### config.mk
export PLATFORM = sky130hd
export DESIGN_NAME = rtc_core
export DESIGN_NICKNAME = d
export VERILOG_FILES = /design/src/rtl/rtc_pkg.sv /design/src/rtl/rtc_prescaler.sv /design/src/rtl/rtc_timekeeper.sv /design/src/rtl/rtc_alarm_irq.sv /design/src/rtl/rtc_core.sv
export SDC_FILE = /design/constraint.sdc
export NUM_CORES = 1
export LEC_CHECK = 0
export ABC_AREA = 0
export BUFFER_PORTS_ARGS = -buffer_cell sky130_fd_sc_hd__buf_4
export CAP_MARGIN = 5
export CELL_PAD_IN_SITES_DETAIL_PLACEMENT = 0
export CELL_PAD_IN_SITES_GLOBAL_PLACEMENT = 2
export CORE_MARGIN = 2
export CORE_UTILIZATION = 35
export DETAILED_ROUTE_END_ITERATION = 12
export HOLD_SLACK_MARGIN = 0.06
export PLACE_DENSITY = 0.83
export SLEW_MARGIN = 10
export SYNTH_ARGS = -nofsm -noshare
export SYNTH_HDL_FRONTEND = slang
export SYNTH_SLANG_ARGS = --single-unit
### constraint.sdc
create_clock -name clk -period 5 [get_ports clk]
set_input_delay 1.5 -clock clk [delete_from_list [all_inputs] [get_ports clk]]
set_output_delay 1.5 -clock clk [all_outputs]
set_load 0.01 [all_outputs]
### src/rtl/rtc_pkg.sv
// rtc_pkg: shared constants and the time-of-day record for the RTC.
// Assumes 6-bit byte offsets and a 16-bit data bus.
package rtc_pkg;

    localparam logic [5:0] OFS_HM   = 6'h00;
    localparam logic [5:0] OFS_SEC  = 6'h04;
    localparam logic [5:0] OFS_AHM  = 6'h08;
    localparam logic [5:0] OFS_ASEC = 6'h0C;
    localparam logic [5:0] OFS_CTRL = 6'h10;
    localparam logic [5:0] OFS_STAT = 6'h14;
    localparam logic [5:0] OFS_IEN  = 6'h18;
    localparam logic [5:0] OFS_DAY  = 6'h20;
    localparam logic [5:0] OFS_ADAY = 6'h24;

    localparam int STAT_ALARM     = 2;
    localparam int STAT_1HZ       = 4;
    localparam int STAT_2HZ       = 7;
    localparam int STAT_SAMPLE_LO = 8;

    localparam logic [5:0] SEC_LAST  = 6'd59;
    localparam logic [5:0] MIN_LAST  = 6'd59;
    localparam logic [4:0] HOUR_LAST = 5'd23;

    typedef struct packed {
        logic [4:0] hour;
        logic [5:0] min;
        logic [5:0] sec;
    } tod_t;

endpackage

### src/rtl/rtc_prescaler.sv
// rtc_prescaler: fractional divider from the reference clock to 2^SUB_W
// sub-second steps per second. rate_tick_o[k] pulses at 2^k Hz
// (k=0 is the seconds tick). Assumes restart_i is pulsed on any
// change of sel_i, so the accumulator never exceeds the new divisor.
module rtc_prescaler #(
    parameter int DIV_A = 32768,
    parameter int DIV_B = 32000,
    parameter int DIV_C = 38400,
    parameter int SUB_W = 9
) (
    input  logic             clk,
    input  logic             rst_n,
    input  logic             en_i,
    input  logic             restart_i,
    input  logic [1:0]       sel_i,
    output logic [SUB_W:0]   rate_tick_o
);
    localparam int DMAX_AB = (DIV_A > DIV_B) ? DIV_A : DIV_B;
    localparam int DMAX    = (DMAX_AB > DIV_C) ? DMAX_AB : DIV_C;
    localparam int ACC_W   = $clog2(DMAX) + 1;
    localparam int STEP    = 1 << SUB_W;

    logic [ACC_W-1:0] acc_q, div, sum;
    logic [SUB_W-1:0] sub_q;
    logic             ovf;

    // Pick the divisor for the selected reference rate.
    always_comb begin
        case (sel_i)
            2'd1:    div = ACC_W'(DIV_B);
            2'd2:    div = ACC_W'(DIV_C);
            default: div = ACC_W'(DIV_A);
        endcase
    end

    assign sum = acc_q + ACC_W'(STEP);
    assign ovf = en_i && !restart_i && (sum >= div);

    // Accumulate STEP per clock modulo div, and count the sub-second steps.
    always_ff @(posedge clk) begin
        if (!rst_n || restart_i) begin
            acc_q <= '0;
            sub_q <= '0;
        end else if (en_i) begin
            if (ovf) begin
                acc_q <= sum - div;
                sub_q <= sub_q + 1'b1;
            end else begin
                acc_q <= sum;
            end
        end
    end

    // Rate 2^k fires when the low SUB_W-k step bits wrap.
    for (genvar k = 0; k <= SUB_W; k++) begin : g_rate
        if (k < SUB_W) begin : g_div
            assign rate_tick_o[k] = ovf && (&sub_q[SUB_W-1-k:0]);
        end else begin : g_top
            assign rate_tick_o[k] = ovf;
        end
    end


    acc_lt_div_chk: assert property (@(posedge clk) disable iff (!rst_n)
        acc_q < div);
endmodule

### src/rtl/rtc_timekeeper.sv
// rtc_timekeeper: seconds/minutes/hours/day counters with carries.
// A load strobe has priority over the tick; the top module never
// presents both in one cycle because a load restarts the prescaler.
module rtc_timekeeper
    import rtc_pkg::*;
#(
    parameter int DAY_W = 16
) (
    input  logic             clk,
    input  logic             rst_n,
    input  logic             tick_i,
    input  logic             ld_sec_i,
    input  logic             ld_hm_i,
    input  logic             ld_day_i,
    input  tod_t             load_i,
    input  logic [DAY_W-1:0] day_d_i,
    output tod_t             tod_o,
    output logic [DAY_W-1:0] day_o
);
    logic [5:0]       sec_q, min_q;
    logic [4:0]       hour_q;
    logic [DAY_W-1:0] day_q;
    logic             sec_wrap, min_wrap, hour_wrap;

    assign sec_wrap  = sec_q >= SEC_LAST;
    assign min_wrap  = min_q >= MIN_LAST;
    assign hour_wrap = hour_q >= HOUR_LAST;

    // Seconds: load or step, wrapping at the last value.
    always_ff @(posedge clk) begin
        if (!rst_n)        sec_q <= '0;
        else if (ld_sec_i) sec_q <= load_i.sec;
        else if (tick_i)   sec_q <= sec_wrap ? 6'd0 : sec_q + 6'd1;
    end

    // Minutes and hours: load together, step on carries.
    always_ff @(posedge clk) begin
        if (!rst_n) begin
            min_q  <= '0;
            hour_q <= '0;
        end else if (ld_hm_i) begin
            min_q  <= load_i.min;
            hour_q <= load_i.hour;
        end else if (tick_i && sec_wrap) begin
            min_q <= min_wrap ? 6'd0 : min_q + 6'd1;
            if (min_wrap) hour_q <= hour_wrap ? 5'd0 : hour_q + 5'd1;
        end
    end

    // Day counter: load or step on an hour wrap.
    always_ff @(posedge clk) begin
        if (!rst_n)        day_q <= '0;
        else if (ld_day_i) day_q <= day_d_i;
        else if (tick_i && sec_wrap && min_wrap && hour_wrap) day_q <= day_q + 1'b1;
    end

    assign tod_o = '{hour: hour_q, min: min_q, sec: sec_q};
    assign day_o = day_q;


    sec_hold_chk: assert property (@(posedge clk) disable iff (!rst_n)
        (!tick_i && !ld_sec_i) |=> $stable(sec_q));

    sec_wrap_chk: assert property (@(posedge clk) disable iff (!rst_n)
        (tick_i && !ld_sec_i && sec_q == SEC_LAST) |=> (sec_q == 6'd0));
endmodule

### src/rtl/rtc_alarm_irq.sv
// rtc_alarm_irq: alarm registers and compare, sticky status flags with
// write-one-to-clear, enable mask and interrupt output. The alarm is
// compared only in the cycle after a seconds update. Assumes SUB_W <= 9
// so that the sample flags fit in bits 8..15.
module rtc_alarm_irq
    import rtc_pkg::*;
#(
    parameter int DAY_W  = 16,
    parameter int STAT_W = 16,
    parameter int SUB_W  = 9
) (
    input  logic              clk,
    input  logic              rst_n,
    input  logic [SUB_W:0]    rate_tick_i,
    input  tod_t              tod_i,
    input  logic [DAY_W-1:0]  day_i,
    input  logic              ld_ahm_i,
    input  logic              ld_asec_i,
    input  logic              ld_aday_i,
    input  tod_t              load_i,
    input  logic [DAY_W-1:0]  day_d_i,
    input  logic              stat_wr_i,
    input  logic              ien_wr_i,
    input  logic [STAT_W-1:0] wdata_i,
    output tod_t              alarm_o,
    output logic [DAY_W-1:0]  aday_o,
    output logic [STAT_W-1:0] status_o,
    output logic [STAT_W-1:0] ien_o,
    output logic              irq_o
);
    tod_t              alarm_q;
    logic [DAY_W-1:0]  aday_q;
    logic [STAT_W-1:0] status_q, ien_q, set_vec, clr_vec;
    logic              upd_q, match;

    // Alarm registers, loaded field by field from the bus.
    always_ff @(posedge clk) begin
        if (!rst_n) begin
            alarm_q <= '0;
            aday_q  <= '0;
        end else begin
            if (ld_ahm_i) begin
                alarm_q.hour <= load_i.hour;
                alarm_q.min  <= load_i.min;
            end
            if (ld_asec_i) alarm_q.sec <= load_i.sec;
            if (ld_aday_i) aday_q <= day_d_i;
        end
    end

    // Mark the cycle right after the time counters stepped.
    always_ff @(posedge clk) begin
        if (!rst_n) upd_q <= 1'b0;
        else        upd_q <= rate_tick_i[0];
    end

    assign match = (tod_i == alarm_q) && (day_i == aday_q);

    // Gather this cycle's events into the status bit layout.
    always_comb begin
        set_vec             = '0;
        set_vec[STAT_ALARM] = upd_q && match;
        set_vec[STAT_1HZ]   = rate_tick_i[0];
        set_vec[STAT_2HZ]   = rate_tick_i[1];
        for (int k = 2; k <= SUB_W; k++) begin
            set_vec[STAT_SAMPLE_LO + k - 2] = rate_tick_i[k];
        end
    end

    assign clr_vec = stat_wr_i ? wdata_i : '0;

    // Sticky flags; a new event beats a same-cycle clear.
    always_ff @(posedge clk) begin
        if (!rst_n) status_q <= '0;
        else        status_q <= (status_q & ~clr_vec) | set_vec;
    end

    // Interrupt enable mask.
    always_ff @(posedge clk) begin
        if (!rst_n)        ien_q <= '0;
        else if (ien_wr_i) ien_q <= wdata_i;
    end

    assign irq_o    = |(status_q & ien_q);
    assign alarm_o  = alarm_q;
    assign aday_o   = aday_q;
    assign status_o = status_q;
    assign ien_o    = ien_q;


    alarm_edge_chk: assert property (@(posedge clk) disable iff (!rst_n)
        $rose(status_q[STAT_ALARM]) |-> $past(upd_q));

    status_clear_chk: assert property (@(posedge clk) disable iff (!rst_n)
        (stat_wr_i && set_vec == '0) |=> ((status_q & $past(wdata_i)) == '0));
endmodule

### src/rtl/rtc_core.sv
// rtc_core: top of the RTC. Decodes the byte-offset register port,
// holds the control register, and wires the prescaler, time counters
// and alarm/interrupt logic. Assumes clk is the reference clock itself
// and that DATA_W is 16.
module rtc_core
    import rtc_pkg::*;
#(
    parameter int DIV_A  = 32768,
    parameter int DIV_B  = 32000,
    parameter int DIV_C  = 38400,
    parameter int SUB_W  = 9,
    parameter int ADDR_W = 6,
    parameter int DATA_W = 16
) (
    input  logic              clk,
    input  logic              rst_n,
    input  logic              bus_we,
    input  logic [ADDR_W-1:0] bus_addr,
    input  logic [DATA_W-1:0] bus_wdata,
    output logic [DATA_W-1:0] bus_rdata,
    output logic              irq_o
);
    localparam int DAY_W = DATA_W;

    logic [2:0]       ctrl_q;
    logic             wr_hm, wr_sec, wr_day, wr_ctrl, wr_ahm, wr_asec, wr_aday;
    logic             wr_stat, wr_ien, restart;
    logic [SUB_W:0]   rate_tick;
    tod_t             tod, alarm, load;
    logic [DAY_W-1:0] day, aday;
    logic [DATA_W-1:0] status, ien;

    assign wr_hm   = bus_we && (bus_addr == ADDR_W'(OFS_HM));
    assign wr_sec  = bus_we && (bus_addr == ADDR_W'(OFS_SEC));
    assign wr_day  = bus_we && (bus_addr == ADDR_W'(OFS_DAY));
    assign wr_ahm  = bus_we && (bus_addr == ADDR_W'(OFS_AHM));
    assign wr_asec = bus_we && (bus_addr == ADDR_W'(OFS_ASEC));
    assign wr_aday = bus_we && (bus_addr == ADDR_W'(OFS_ADAY));
    assign wr_ctrl = bus_we && (bus_addr == ADDR_W'(OFS_CTRL));
    assign wr_stat = bus_we && (bus_addr == ADDR_W'(OFS_STAT));
    assign wr_ien  = bus_we && (bus_addr == ADDR_W'(OFS_IEN));
    assign restart = wr_hm || wr_sec || wr_day || wr_ctrl;

    assign load = '{hour: bus_wdata[12:8], min: bus_wdata[5:0], sec: bus_wdata[5:0]};

    // Control register: run enable (bit 7) and rate select (bits 6:5).
    always_ff @(posedge clk) begin
        if (!rst_n)       ctrl_q <= '0;
        else if (wr_ctrl) ctrl_q <= bus_wdata[7:5];
    end

    rtc_prescaler #(
        .DIV_A(DIV_A), .DIV_B(DIV_B), .DIV_C(DIV_C), .SUB_W(SUB_W)
    ) u_presc (
        .clk(clk), .rst_n(rst_n), .en_i(ctrl_q[2]), .restart_i(restart),
        .sel_i(ctrl_q[1:0]), .rate_tick_o(rate_tick)
    );

    rtc_timekeeper #(.DAY_W(DAY_W)) u_time (
        .clk(clk), .rst_n(rst_n), .tick_i(rate_tick[0]),
        .ld_sec_i(wr_sec), .ld_hm_i(wr_hm), .ld_day_i(wr_day),
        .load_i(load), .day_d_i(bus_wdata), .tod_o(tod), .day_o(day)
    );

    rtc_alarm_irq #(.DAY_W(DAY_W), .STAT_W(DATA_W), .SUB_W(SUB_W)) u_alarm (
        .clk(clk), .rst_n(rst_n), .rate_tick_i(rate_tick),
        .tod_i(tod), .day_i(day),
        .ld_ahm_i(wr_ahm), .ld_asec_i(wr_asec), .ld_aday_i(wr_aday),
        .load_i(load), .day_d_i(bus_wdata),
        .stat_wr_i(wr_stat), .ien_wr_i(wr_ien), .wdata_i(bus_wdata),
        .alarm_o(alarm), .aday_o(aday), .status_o(status), .ien_o(ien),
        .irq_o(irq_o)
    );

    // Read multiplexer; unmapped offsets return zero.
    always_comb begin
        case (bus_addr)
            ADDR_W'(OFS_HM):   bus_rdata = {3'b0, tod.hour, 2'b0, tod.min};
            ADDR_W'(OFS_SEC):  bus_rdata = {10'b0, tod.sec};
            ADDR_W'(OFS_AHM):  bus_rdata = {3'b0, alarm.hour, 2'b0, alarm.min};
            ADDR_W'(OFS_ASEC): bus_rdata = {10'b0, alarm.sec};
            ADDR_W'(OFS_CTRL): bus_rdata = {8'b0, ctrl_q, 5'b0};
            ADDR_W'(OFS_STAT): bus_rdata = status;
            ADDR_W'(OFS_IEN):  bus_rdata = ien;
            ADDR_W'(OFS_DAY):  bus_rdata = day;
            ADDR_W'(OFS_ADAY): bus_rdata = aday;
            default:           bus_rdata = '0;
        endcase
    end


    frozen_chk: assert property (@(posedge clk) disable iff (!rst_n)
        (!ctrl_q[2] && !bus_we) |=> $stable(tod));
endmodule

==> flow_metrics.env, run 1 <==
export IMPL_setup_viol=0
export IMPL_io_buffer_count=41
export IMPL_cts_num_sinks=120
export IMPL_finalWirelength_um=24100
export IMPL_hold_buffers=0
export IMPL_path_clk_slew_ns=0.06
export IMPL_worstPathMaxFanout=6
export IMPL_timing_setup_tns_ns=0
export IMPL_p_leak_nw=3.06
export IMPL_fmax_ghz=0.212
export IMPL_gp_routability_congestion=0.856
export IMPL_hold_path_class="flip-flop to flip-flop"
export IMPL_syn_nets=940
export IMPL_worstHoldPathCells=2
export IMPL_criticalPathCategory="primary input to output pin"
export IMPL_synth_cells=895
export IMPL_power_density_nw_per_um2=281
export IMPL_post_drt_via_cell_ratio=5.72
export IMPL_outcome="complete, no violations"
export IMPL_holdPathEnd="u_alarm.status_o[5]"
export IMPL_worst_skew_pair_late_latency_ns=0.42
export IMPL_synth_yosys_seq_area_share=0.329
export IMPL_design_core_area_um2=20400
export IMPL_grt_max_degree=67
export IMPL_fin_skew_ns=0.0104
export IMPL_initialDrtViolationCount=551
export IMPL_critical_path_reg2reg_startpoint="u_presc.acc_q[9]"
export IMPL_final_layout_size_suffix_gt1_frac=0.141
export IMPL_route_detailed_drc=0
export IMPL_gr_usage_all_layers=0.225
export IMPL_preCtsSetupSlack_ns=0.303
export IMPL_post_cts_resize_count=0
export IMPL_reg2reg_depth=11
export IMPL_vias=6798
export IMPL_num_antenna_cells=0
export IMPL_max_slew_margin=0.419
export IMPL_fp_dieArea_um2=22000
export IMPL_ir_drop_uv=265
export IMPL_post_synth_instance_area_um2=7290
export IMPL_max_slew_worst_pin_slew_ns=0.872
export IMPL_hold_path_startpoint="u_alarm.status_o[5]"
export IMPL_synthFlopType="dfxtp_1"
export IMPL_grt_pass1_wl_um=37900
export IMPL_timing_max_transition_violations_final=0
export IMPL_postSynthRegisterBits=120
export IMPL_clock_tree_from_tritoncts="done"
export IMPL_detailedRoute_firstPassIterationCount=5
export IMPL_cp_end_kind="output pin"
export IMPL_floorplan_die_width_um=148
export IMPL_setup_worst_path_start_class="primary input"
export IMPL_critical_path_reg2reg_endpoint="u_time.day_o[15]"
export IMPL_timing_critical_path_required_ns=3.50
export IMPL_async_flop_share=0
export IMPL_num_rows=52
export IMPL_r2r_slack_ns=1.20
export IMPL_post_dp_hpwl_um=17100
export IMPL_synth_area_per_cell_um2=8.15
export IMPL_synth_edf_count=0
export IMPL_nNetsFinal=951
export IMPL_rsz0062_at_grt="false"
export IMPL_top_level_ports=42
export IMPL_first_global_vias=6333
export IMPL_cts_inserted_buffers=17
export IMPL_area_growth_synth_to_final_pct=15.0
export IMPL_finalHoldWorstSlack_ns=0.465
export IMPL_antenna_left=0
export IMPL_post_cts_setup_buffer_count=0
export IMPL_ctsHtreeMaxLevel=4
export IMPL_finalCriticalPeriod_ns=4.72
export IMPL_antenna_violations_before_repair=0
export IMPL_finalCritPeriodShare=0.945
export IMPL_dieHeight_um=148
export IMPL_filler_cell_count=2107
export IMPL_cts_root_buf="clkbuf_16"
export IMPL_initial_utilization=0.358
export IMPL_synth_yosys_warnings=0
export IMPL_global_route_overflow_total=0
export IMPL_critical_path_arrival_ns=3.22
export IMPL_maxCapViolCount=0
export IMPL_yosysUniqueCellTypes=77
export IMPL_ctsLongestPathBuffers=2
export IMPL_route_detailed_wl_per_inst_um=20.3
export IMPL_final_critical_path_setup_slack_ns=0.275
export IMPL_hold_viol=0
## through the flow
stage / total power [W] / cells / instance area, um2 / util
2_1_floorplan: 0.00105 / 895 / 7290 / -
3_3_place_gp: 0.00111 / 1157 / 7780 / 0.382
3_5_place_dp: 0.00111 / 1157 / 7780 / 0.382
4_1_cts: 0.00237 / 1189 / 8390 / 0.412
5_1_grt: 0.00244 / 1189 / 8390 / 0.412
6_report: 0.00236 / 1189 / 8390 / 0.412
## worst max path at each step
stage / slack [ns] / endpoint / depth (start not counted) / from
CTS: 0.30 / bus_rdata[7] / 7 / bus_addr[5]
global route: 0.19 / bus_rdata[6] / 7 / bus_addr[5]
finish: 0.28 / bus_rdata[7] / 7 / bus_addr[5]
detailed placement: 0.30 / bus_rdata[9] / 7 / bus_addr[5]
floorplan: 0.49 / bus_rdata[0] / 6 / bus_addr[4]
global placement: 0.30 / bus_rdata[7] / 7 / bus_addr[5]
## worst max-delay path, stage by stage
cell      delay [ns]
buf_4           0.13
or4b_2          0.73
nor3_1          0.36
buf_4           0.22
a222oi_1        0.07
nand2_1         0.09
buf_4           0.12
## registers in the layout, indices dropped and copies added (netlist names)
signal,count
u_time.day_o,16
ctrl_q,3
u_time.sec_q,6
u_alarm.status_o,16
u_alarm.alarm_o,17
u_time.hour_q,5
u_time.min_q,6
u_alarm.ien_o,16
u_presc.sub_q,9
u_alarm.upd_q,1
u_presc.acc_q,9
u_alarm.aday_o,16
## logic make-up after synthesis
kind of cell	after synthesis	synth area share
buffers and inverters	87	0.0561
AND/OR/NAND/NOR	327	0.217
adder cells (fa/ha/maj)	21	0.0367
AO/OA/AOI/OAI	245	0.241
XOR/XNOR	59	0.0709
multiplexers	36	0.0494
flip-flops	120	0.329
## cells in the mapped netlist (all sizes together) (3+ instances only)
library cell,count,share of area
a2bb2oi,3,0.0036
nor4,10,0.0086
a221oi,15,0.018
or4,4,0.0041
mux2i,36,0.049
inv,16,0.0082
a21oi,80,0.056
nand3,79,0.054
xnor2,33,0.040
and3,6,0.0051
o21ai,39,0.028
a22oi,23,0.024
o211ai,6,0.0081
nor2,57,0.031
a21boi,4,0.0041
o22ai,5,0.0043
o2111ai,4,0.0081
a22o,5,0.0060
xor2,26,0.031
a211oi,10,0.012
o21a,4,0.0041
clkbuf,41,0.021
dfxtp,120,0.33
a2111oi,13,0.025
nand2,125,0.064
a222oi,6,0.0082
or4b,3,0.0051
nor3,7,0.0070
o31ai,4,0.0048
buf,30,0.026
a31oi,9,0.0077
a21o,4,0.0041
ha,19,0.033
nand4,17,0.016
nand3b,3,0.0031
## cells in the final DEF (no fill, tap or decap), types with 3 or more instances in the layout
cell type   synthesis  routed
nand3_1            79      79
o22ai_1             5       5
nor3_1              5       5
ha_1               19      19
bufinv_16           0       3
o211ai_1            5       5
a21oi_1            79      78
o21a_1              4       4
clkbuf_16           0      17
a22o_1              5       5
o21ai_0            37      37
dfxtp_1           120     120
a211oi_1            9       9
nand4_1            15      15
nor4_1             10      10
a22oi_1            23      23
xor2_1             26      26
nand3b_1            3       3
mux2i_1            36      36
clkinv_2            0       4
inv_1              16      15
buf_4               4      62
a21o_1              4       4
o31ai_1             3       3
nor2_1             54      53
a2111oi_2          11      11
or4_1               4       4
clkinvlp_4          0       4
a21boi_0            4       4
xnor2_1            33      33
a221oi_1           15      15
a31oi_1             9       9
and3_1              6       6
nor2_2              2       3
a2bb2oi_1           3       3
a222oi_1            6       6
nand2_1           125     125
## report_power, final
part / switching [W] / internal (W)
clock: 0.000468 / 0.000807
combinational: 0.0000791 / 0.0000371
sequential: 0.00000752 / 0.000961
## routing by layer
layer | up-vias | track usage | part of all wire
met1 | 3268 | 0.331 | 0.48
met2 | 185 | 0.337 | 0.45
li1 | 3318 | - | -
met5 | - | 0 | 0
met4 | 0 | 0.0733 | 0.017
met3 | 27 | 0.0322 | 0.052
## area by class of cell
class                           count  area [um2]  area share
Timing Repair Buffer               63         485      0.0579
Sequential cell                   120        2400       0.286
Multi-Input combinational cell    688        4500       0.536
Tap cell                          270         338      0.0403
Clock inverter                     12         149      0.0178
Clock buffer                       20         457      0.0545
Inverter                           16        60.1     0.00716
Power figures use the tool's default switching activity.
==> run 2, diff against run 1 <==
--- a/config.mk
+++ b/config.mk
@@ -14,7 +14,7 @@
 export CORE_UTILIZATION = 35
 export DETAILED_ROUTE_END_ITERATION = 12
 export HOLD_SLACK_MARGIN = 0.06
-export PLACE_DENSITY = 0.83
+export PLACE_DENSITY = 0.74
 export SLEW_MARGIN = 10
 export SYNTH_ARGS = -nofsm -noshare
 export SYNTH_HDL_FRONTEND = slang
==> flow_metrics.env, run 2 (synthesis results as in run 1) <==
export IMPL_vias=7087
export IMPL_initialDrtViolationCount=760
export IMPL_worstPathMaxFanout=9
export IMPL_num_antenna_cells=0
export IMPL_worst_skew_pair_late_latency_ns=0.42
export IMPL_post_drt_via_cell_ratio=5.99
export IMPL_timing_setup_tns_ns=0
export IMPL_p_leak_nw=3.07
export IMPL_io_buffer_count=41
export IMPL_finalInstanceArea_um2=8390
export IMPL_r2r_slack_ns=1.35
export IMPL_setup_viol=0
export IMPL_num_rows=52
export IMPL_route_detailed_drc=0
export IMPL_multi_input_area_um2=4500
export IMPL_fin_cells=1184
export IMPL_share_clk_of_total_power=0.551
export IMPL_post_cts_setup_buffer_count=0
export IMPL_finalCriticalPeriod_ns=4.66
export IMPL_crit_path_end="bus_rdata[12]"
export IMPL_gp_routability_congestion=0.877
export IMPL_post_cts_resize_count=0
export IMPL_largest_register_ff_count=17
export IMPL_grt_pass1_wl_um=40700
export IMPL_top_level_ports=42
export IMPL_hold_buffers=0
export IMPL_most_common_cell_after_layout_fill_and_taps_aside="nand2_1"
export IMPL_antenna_left=0
export IMPL_ctsLongestPathBuffers=2
export IMPL_post_dp_hpwl_um=18800
export IMPL_fin_skew_ns=0.00850
export IMPL_net_switching_power_w=0.000547
export IMPL_rsz0062_at_grt="false"
export IMPL_power_density_nw_per_um2=289
export IMPL_filler_cell_count=2043
export IMPL_grt_max_degree=67
export IMPL_dieHeight_um=148
export IMPL_ff_latch_area_um2=2400
export IMPL_critical_path_reg2reg_endpoint="u_time.day_o[15]"
export IMPL_placed_cells_incl_taps=1153
export IMPL_dpl_cell_area_um2=7760
export IMPL_cts_inserted_buffers=17
export IMPL_outcome="complete, no violations"
export IMPL_cts_num_sinks=120
export IMPL_ctsHtreeMaxLevel=4
export IMPL_finalCritPeriodShare=0.933
export IMPL_cp_end_kind="output pin"
export IMPL_critical_path_reg2reg_startpoint="u_presc.acc_q[9]"
export IMPL_cts_root_buf="clkbuf_16"
export IMPL_setup_worst_path_start_class="primary input"
export IMPL_maxCapViolCount=0
export IMPL_final_layout_size_suffix_gt1_frac=0.137
export IMPL_reg2reg_depth=11
export IMPL_nNetsFinal=947
export IMPL_layout_common_cells="nand2_1 (125), dfxtp_1 (120), nand3_1 (79)"
export IMPL_post_layout_total_power_w=0.00243
export IMPL_hold_path_class="flip-flop to flip-flop"
export IMPL_global_route_overflow_total=0
export IMPL_area_growth_synth_to_final_pct=15.1
export IMPL_floorplan_die_width_um=148
export IMPL_design_core_area_um2=20400
export IMPL_hold_viol=0
export IMPL_switching_portion_of_total_power=0.226
export IMPL_timing_max_transition_violations_final=0
export IMPL_max_slew_margin=0.391
export IMPL_max_slew_worst_pin_slew_ns=0.911
export IMPL_fmax_ghz=0.214
export IMPL_criticalPathCategory="primary input to output pin"
export IMPL_route_detailed_wl_per_inst_um=22.4
export IMPL_gr_usage_all_layers=0.246
export IMPL_fp_dieArea_um2=22000
export IMPL_path_clk_slew_ns=0.06
export IMPL_worst_setup_path_start="bus_addr[5]"
export IMPL_antenna_violations_before_repair=1
export IMPL_first_global_vias=6690
export IMPL_detailedRoute_firstPassIterationCount=6
export IMPL_postLayoutCoreUtil=0.412
export IMPL_clock_tree_from_tritoncts="done"
export IMPL_p_comb_frac=0.049
export IMPL_ir_drop_uv=199
export IMPL_share_seq_of_total_power=0.400
export IMPL_critical_path_arrival_ns=3.16
export IMPL_p_int_w=0.00188
export IMPL_finalWirelength_um=26500
export IMPL_timing_critical_path_required_ns=3.50
export IMPL_initial_utilization=0.358
[run 2: final cells by class]
class | instances | area share
Clock buffer | 22 | 0.0577
Inverter | 16 | 0.00716
Tap cell | 270 | 0.0403
Multi-Input combinational cell | 688 | 0.536
Timing Repair Buffer | 59 | 0.0558
Clock inverter | 9 | 0.0173
Sequential cell | 120 | 0.286
[run 2: metrics by stage]
step           setup WS (ns)  hold slack (ns)
3_3_place_gp           0.336            0.446
2_1_floorplan          0.487            0.424
6_report               0.337            0.462
5_1_grt                0.275            0.489
3_5_place_dp           0.344            0.454
4_1_cts                0.342            0.463
[run 2: worst min-delay path by stage]
stage / from / to / slack, ns / cells after the start
after floorplan: u_alarm.status_o[6] / u_alarm.status_o[6] / 0.42 / 2
after global placement: u_alarm.status_o[5] / u_alarm.status_o[5] / 0.45 / 2
after detailed placement: u_presc.sub_q[8] / u_presc.sub_q[8] / 0.45 / 2
after CTS: u_presc.sub_q[8] / u_presc.sub_q[8] / 0.46 / 2
after global routing: u_presc.sub_q[8] / u_presc.sub_q[8] / 0.49 / 2
final: u_presc.sub_q[8] / u_presc.sub_q[8] / 0.46 / 2
[run 2: power by group through the flow]
stage	Combinational, W	Sequential (W)	Clock, W
after floorplan	0.0000643	0.000986	0
after global placement	0.000117	0.000990	0
after detailed placement	0.000117	0.000990	0
after CTS	0.000117	0.000970	0.00136
after global routing	0.000129	0.000970	0.00141
final	0.000119	0.000970	0.00134
[run 2: layer usage]
| metal | track usage | part of all wire | vias up |
|---|---|---|---|
| met5 | 0 | 0.00045 | - |
| met4 | 0.0890 | 0.026 | 2 |
| met3 | 0.0531 | 0.077 | 47 |
| met2 | 0.361 | 0.43 | 305 |
| met1 | 0.353 | 0.46 | 3443 |
| li1 | - | - | 3290 |
[run 2: critical path, cell delays in order]
cell and delay, ns:
buf_4 0.13, or4b_2 0.73, nor2_4 0.32, buf_12 0.18, a22oi_1 0.06, nand2_1 0.11, buf_4 0.12
==> run 3, diff against run 2 <==
--- a/config.mk
+++ b/config.mk
@@ -11,10 +11,11 @@
 export CELL_PAD_IN_SITES_DETAIL_PLACEMENT = 0
 export CELL_PAD_IN_SITES_GLOBAL_PLACEMENT = 2
 export CORE_MARGIN = 2
-export CORE_UTILIZATION = 35
+export CORE_UTILIZATION = 37
 export DETAILED_ROUTE_END_ITERATION = 12
 export HOLD_SLACK_MARGIN = 0.06
-export PLACE_DENSITY = 0.74
+export PLACE_DENSITY = 0.78
+export RECOVER_POWER = 100
 export SLEW_MARGIN = 10
 export SYNTH_ARGS = -nofsm -noshare
 export SYNTH_HDL_FRONTEND = slang
==> flow_metrics.env, run 3 (synthesis results as in run 1) <==
export IMPL_critical_path_reg2reg_startpoint="u_presc.acc_q[9]"
export IMPL_io_buffer_count=41
export IMPL_vias=7038
export IMPL_hold_path_class="flip-flop to flip-flop"
export IMPL_nNetsFinal=944
export IMPL_initialDrtViolationCount=624
export IMPL_setup_worst_path_start_class="primary input"
export IMPL_final_layout_size_suffix_gt1_frac=0.101
export IMPL_hold_buffers=0
export IMPL_wl_met2_um=11700
export IMPL_finalHoldWorstSlack_ns=0.460
export IMPL_finalCritPeriodShare=0.944
export IMPL_top_layer="met4"
export IMPL_fp_dieArea_um2=20800
export IMPL_finalCriticalPeriod_ns=4.72
export IMPL_largest_register_ff_count=17
export IMPL_hold_viol=0
export IMPL_gr_usage_all_layers=0.257
export IMPL_post_dp_hpwl_um=18500
export IMPL_setup_viol=0
export IMPL_num_rows=51
export IMPL_cts_root_buf="clkbuf_16"
export IMPL_ctsHtreeMaxLevel=4
export IMPL_worstHoldPathCells=2
export IMPL_finalInstanceArea_um2=8180
export IMPL_reg2reg_depth=12
export IMPL_most_common_cell_after_layout_fill_and_taps_aside="nand2_1"
export IMPL_layout_common_cells="nand2_1 (125), dfxtp_1 (120), nand3_1 (79)"
export IMPL_maxCapViolCount=1
export IMPL_power_density_nw_per_um2=295
export IMPL_initial_utilization=0.376
export IMPL_failing_checks="capacitance limit, slew limit"
export IMPL_route_detailed_drc=0
export IMPL_worstPathMaxFanout=19
export IMPL_top_level_ports=42
export IMPL_global_route_overflow_total=0
export IMPL_clock_tree_from_tritoncts="done"
export IMPL_ir_drop_uv=251
export IMPL_worst_setup_path_start="bus_addr[4]"
export IMPL_dieHeight_um=144
export IMPL_timing_max_transition_violations_final=8
export IMPL_detailedRoute_firstPassIterationCount=6
export IMPL_path_clk_slew_ns=0.07
export IMPL_post_cts_setup_buffer_count=0
export IMPL_route_detailed_wl_per_inst_um=22.0
export IMPL_dpl_cell_area_um2=7730
export IMPL_area_growth_synth_to_final_pct=12.2
export IMPL_design_core_area_um2=19400
export IMPL_floorplan_die_width_um=144
export IMPL_hold_path_startpoint="u_alarm.status_o[5]"
export IMPL_criticalPathCategory="primary input to output pin"
export IMPL_cp_end_kind="output pin"
export IMPL_worst_skew_pair_late_latency_ns=0.43
export IMPL_antenna_left=0
export IMPL_rsz0062_at_grt="false"
export IMPL_filler_cell_count=2030
export IMPL_cts_inserted_buffers=17
export IMPL_max_slew_margin=-0.0605
export IMPL_critical_path_arrival_ns=3.22
export IMPL_fmax_ghz=0.212
export IMPL_grt_pass1_wl_um=40200
export IMPL_num_antenna_cells=0
export IMPL_post_cts_resize_count=0
export IMPL_antenna_violations_before_repair=0
export IMPL_fin_skew_ns=0.00994
export IMPL_met1Wirelength_um=12100
export IMPL_finalWirelength_um=25900
export IMPL_max_slew_worst_pin_slew_ns=1.57
export IMPL_gp_routability_congestion=0.881
export IMPL_grt_max_degree=67
export IMPL_timing_critical_path_required_ns=3.50
export IMPL_p_leak_nw=2.94
export IMPL_cts_num_sinks=120
export IMPL_ctsLongestPathBuffers=2
export IMPL_first_global_vias=6860
export IMPL_wl_met3_um=1370
export IMPL_timing_setup_tns_ns=0
export IMPL_outcome="finished, violations left"
export IMPL_post_drt_via_cell_ratio=5.98
==> run 3: cell types whose count changed in the layout (fill, tap and decap cells not counted), sizes merged <==
cell and delta:
clkinv -4, inv +4, clkbuf +17, bufinv -1, clkinvlp +4, buf -22
==> run 3: final cells by class <==
class	count	area, um2	area share
sequential	120	2400	0.294
clock buffer	20	467	0.0570
inverter	16	60.1	0.00734
timing repair buffer	56	375	0.0459
tap	265	332	0.0405
multi-input combinational	688	4380	0.536
clock inverter	12	164	0.0200
==> run 3: report_power, final <==
group | internal (W) | switching [W] | leakage [nW]
Sequential | 0.000961 | 0.00000835 | 0.967
Clock | 0.000831 | 0.000500 | 0.296
Combinational | 0.0000351 | 0.0000806 | 1.67
==> run 3: metal layers <==
layer / GRT usage / vias up
li1: - / 3299
met1: 0.355 / 3463
met2: 0.398 / 233
met3: 0.0450 / 43
met4: 0.103 / 0
met5: 0 / -
==> run 3: per-stage QoR <==
stage | total power [W] | setup WS, ns | cells | utilization
floorplan | 0.00105 | 0.487 | 895 | -
global placement | 0.00111 | 0.386 | 1145 | 0.399
detailed placement | 0.00111 | 0.370 | 1145 | 0.399
CTS | 0.00243 | 0.361 | 1177 | 0.431
global route | 0.00248 | 0.147 | 1177 | 0.422
finish | 0.00242 | 0.281 | 1177 | 0.422
==> run 3: path summary, 6_finish.rpt <==
check        slack (ns)                   to
min reg2reg        0.46  u_alarm.status_o[5]
min                0.46  u_alarm.status_o[5]
max reg2reg        0.34     u_time.hour_q[3]
max                0.28         bus_rdata[5]
==> run 3: worst max-delay path: stages <==
cell and delay (ns):
buf_4 0.20, or4b_1 0.56, nor3_1 0.19, buf_4 0.32, a222oi_1 0.16, nand3_1 0.12
clkbuf_1 0.16
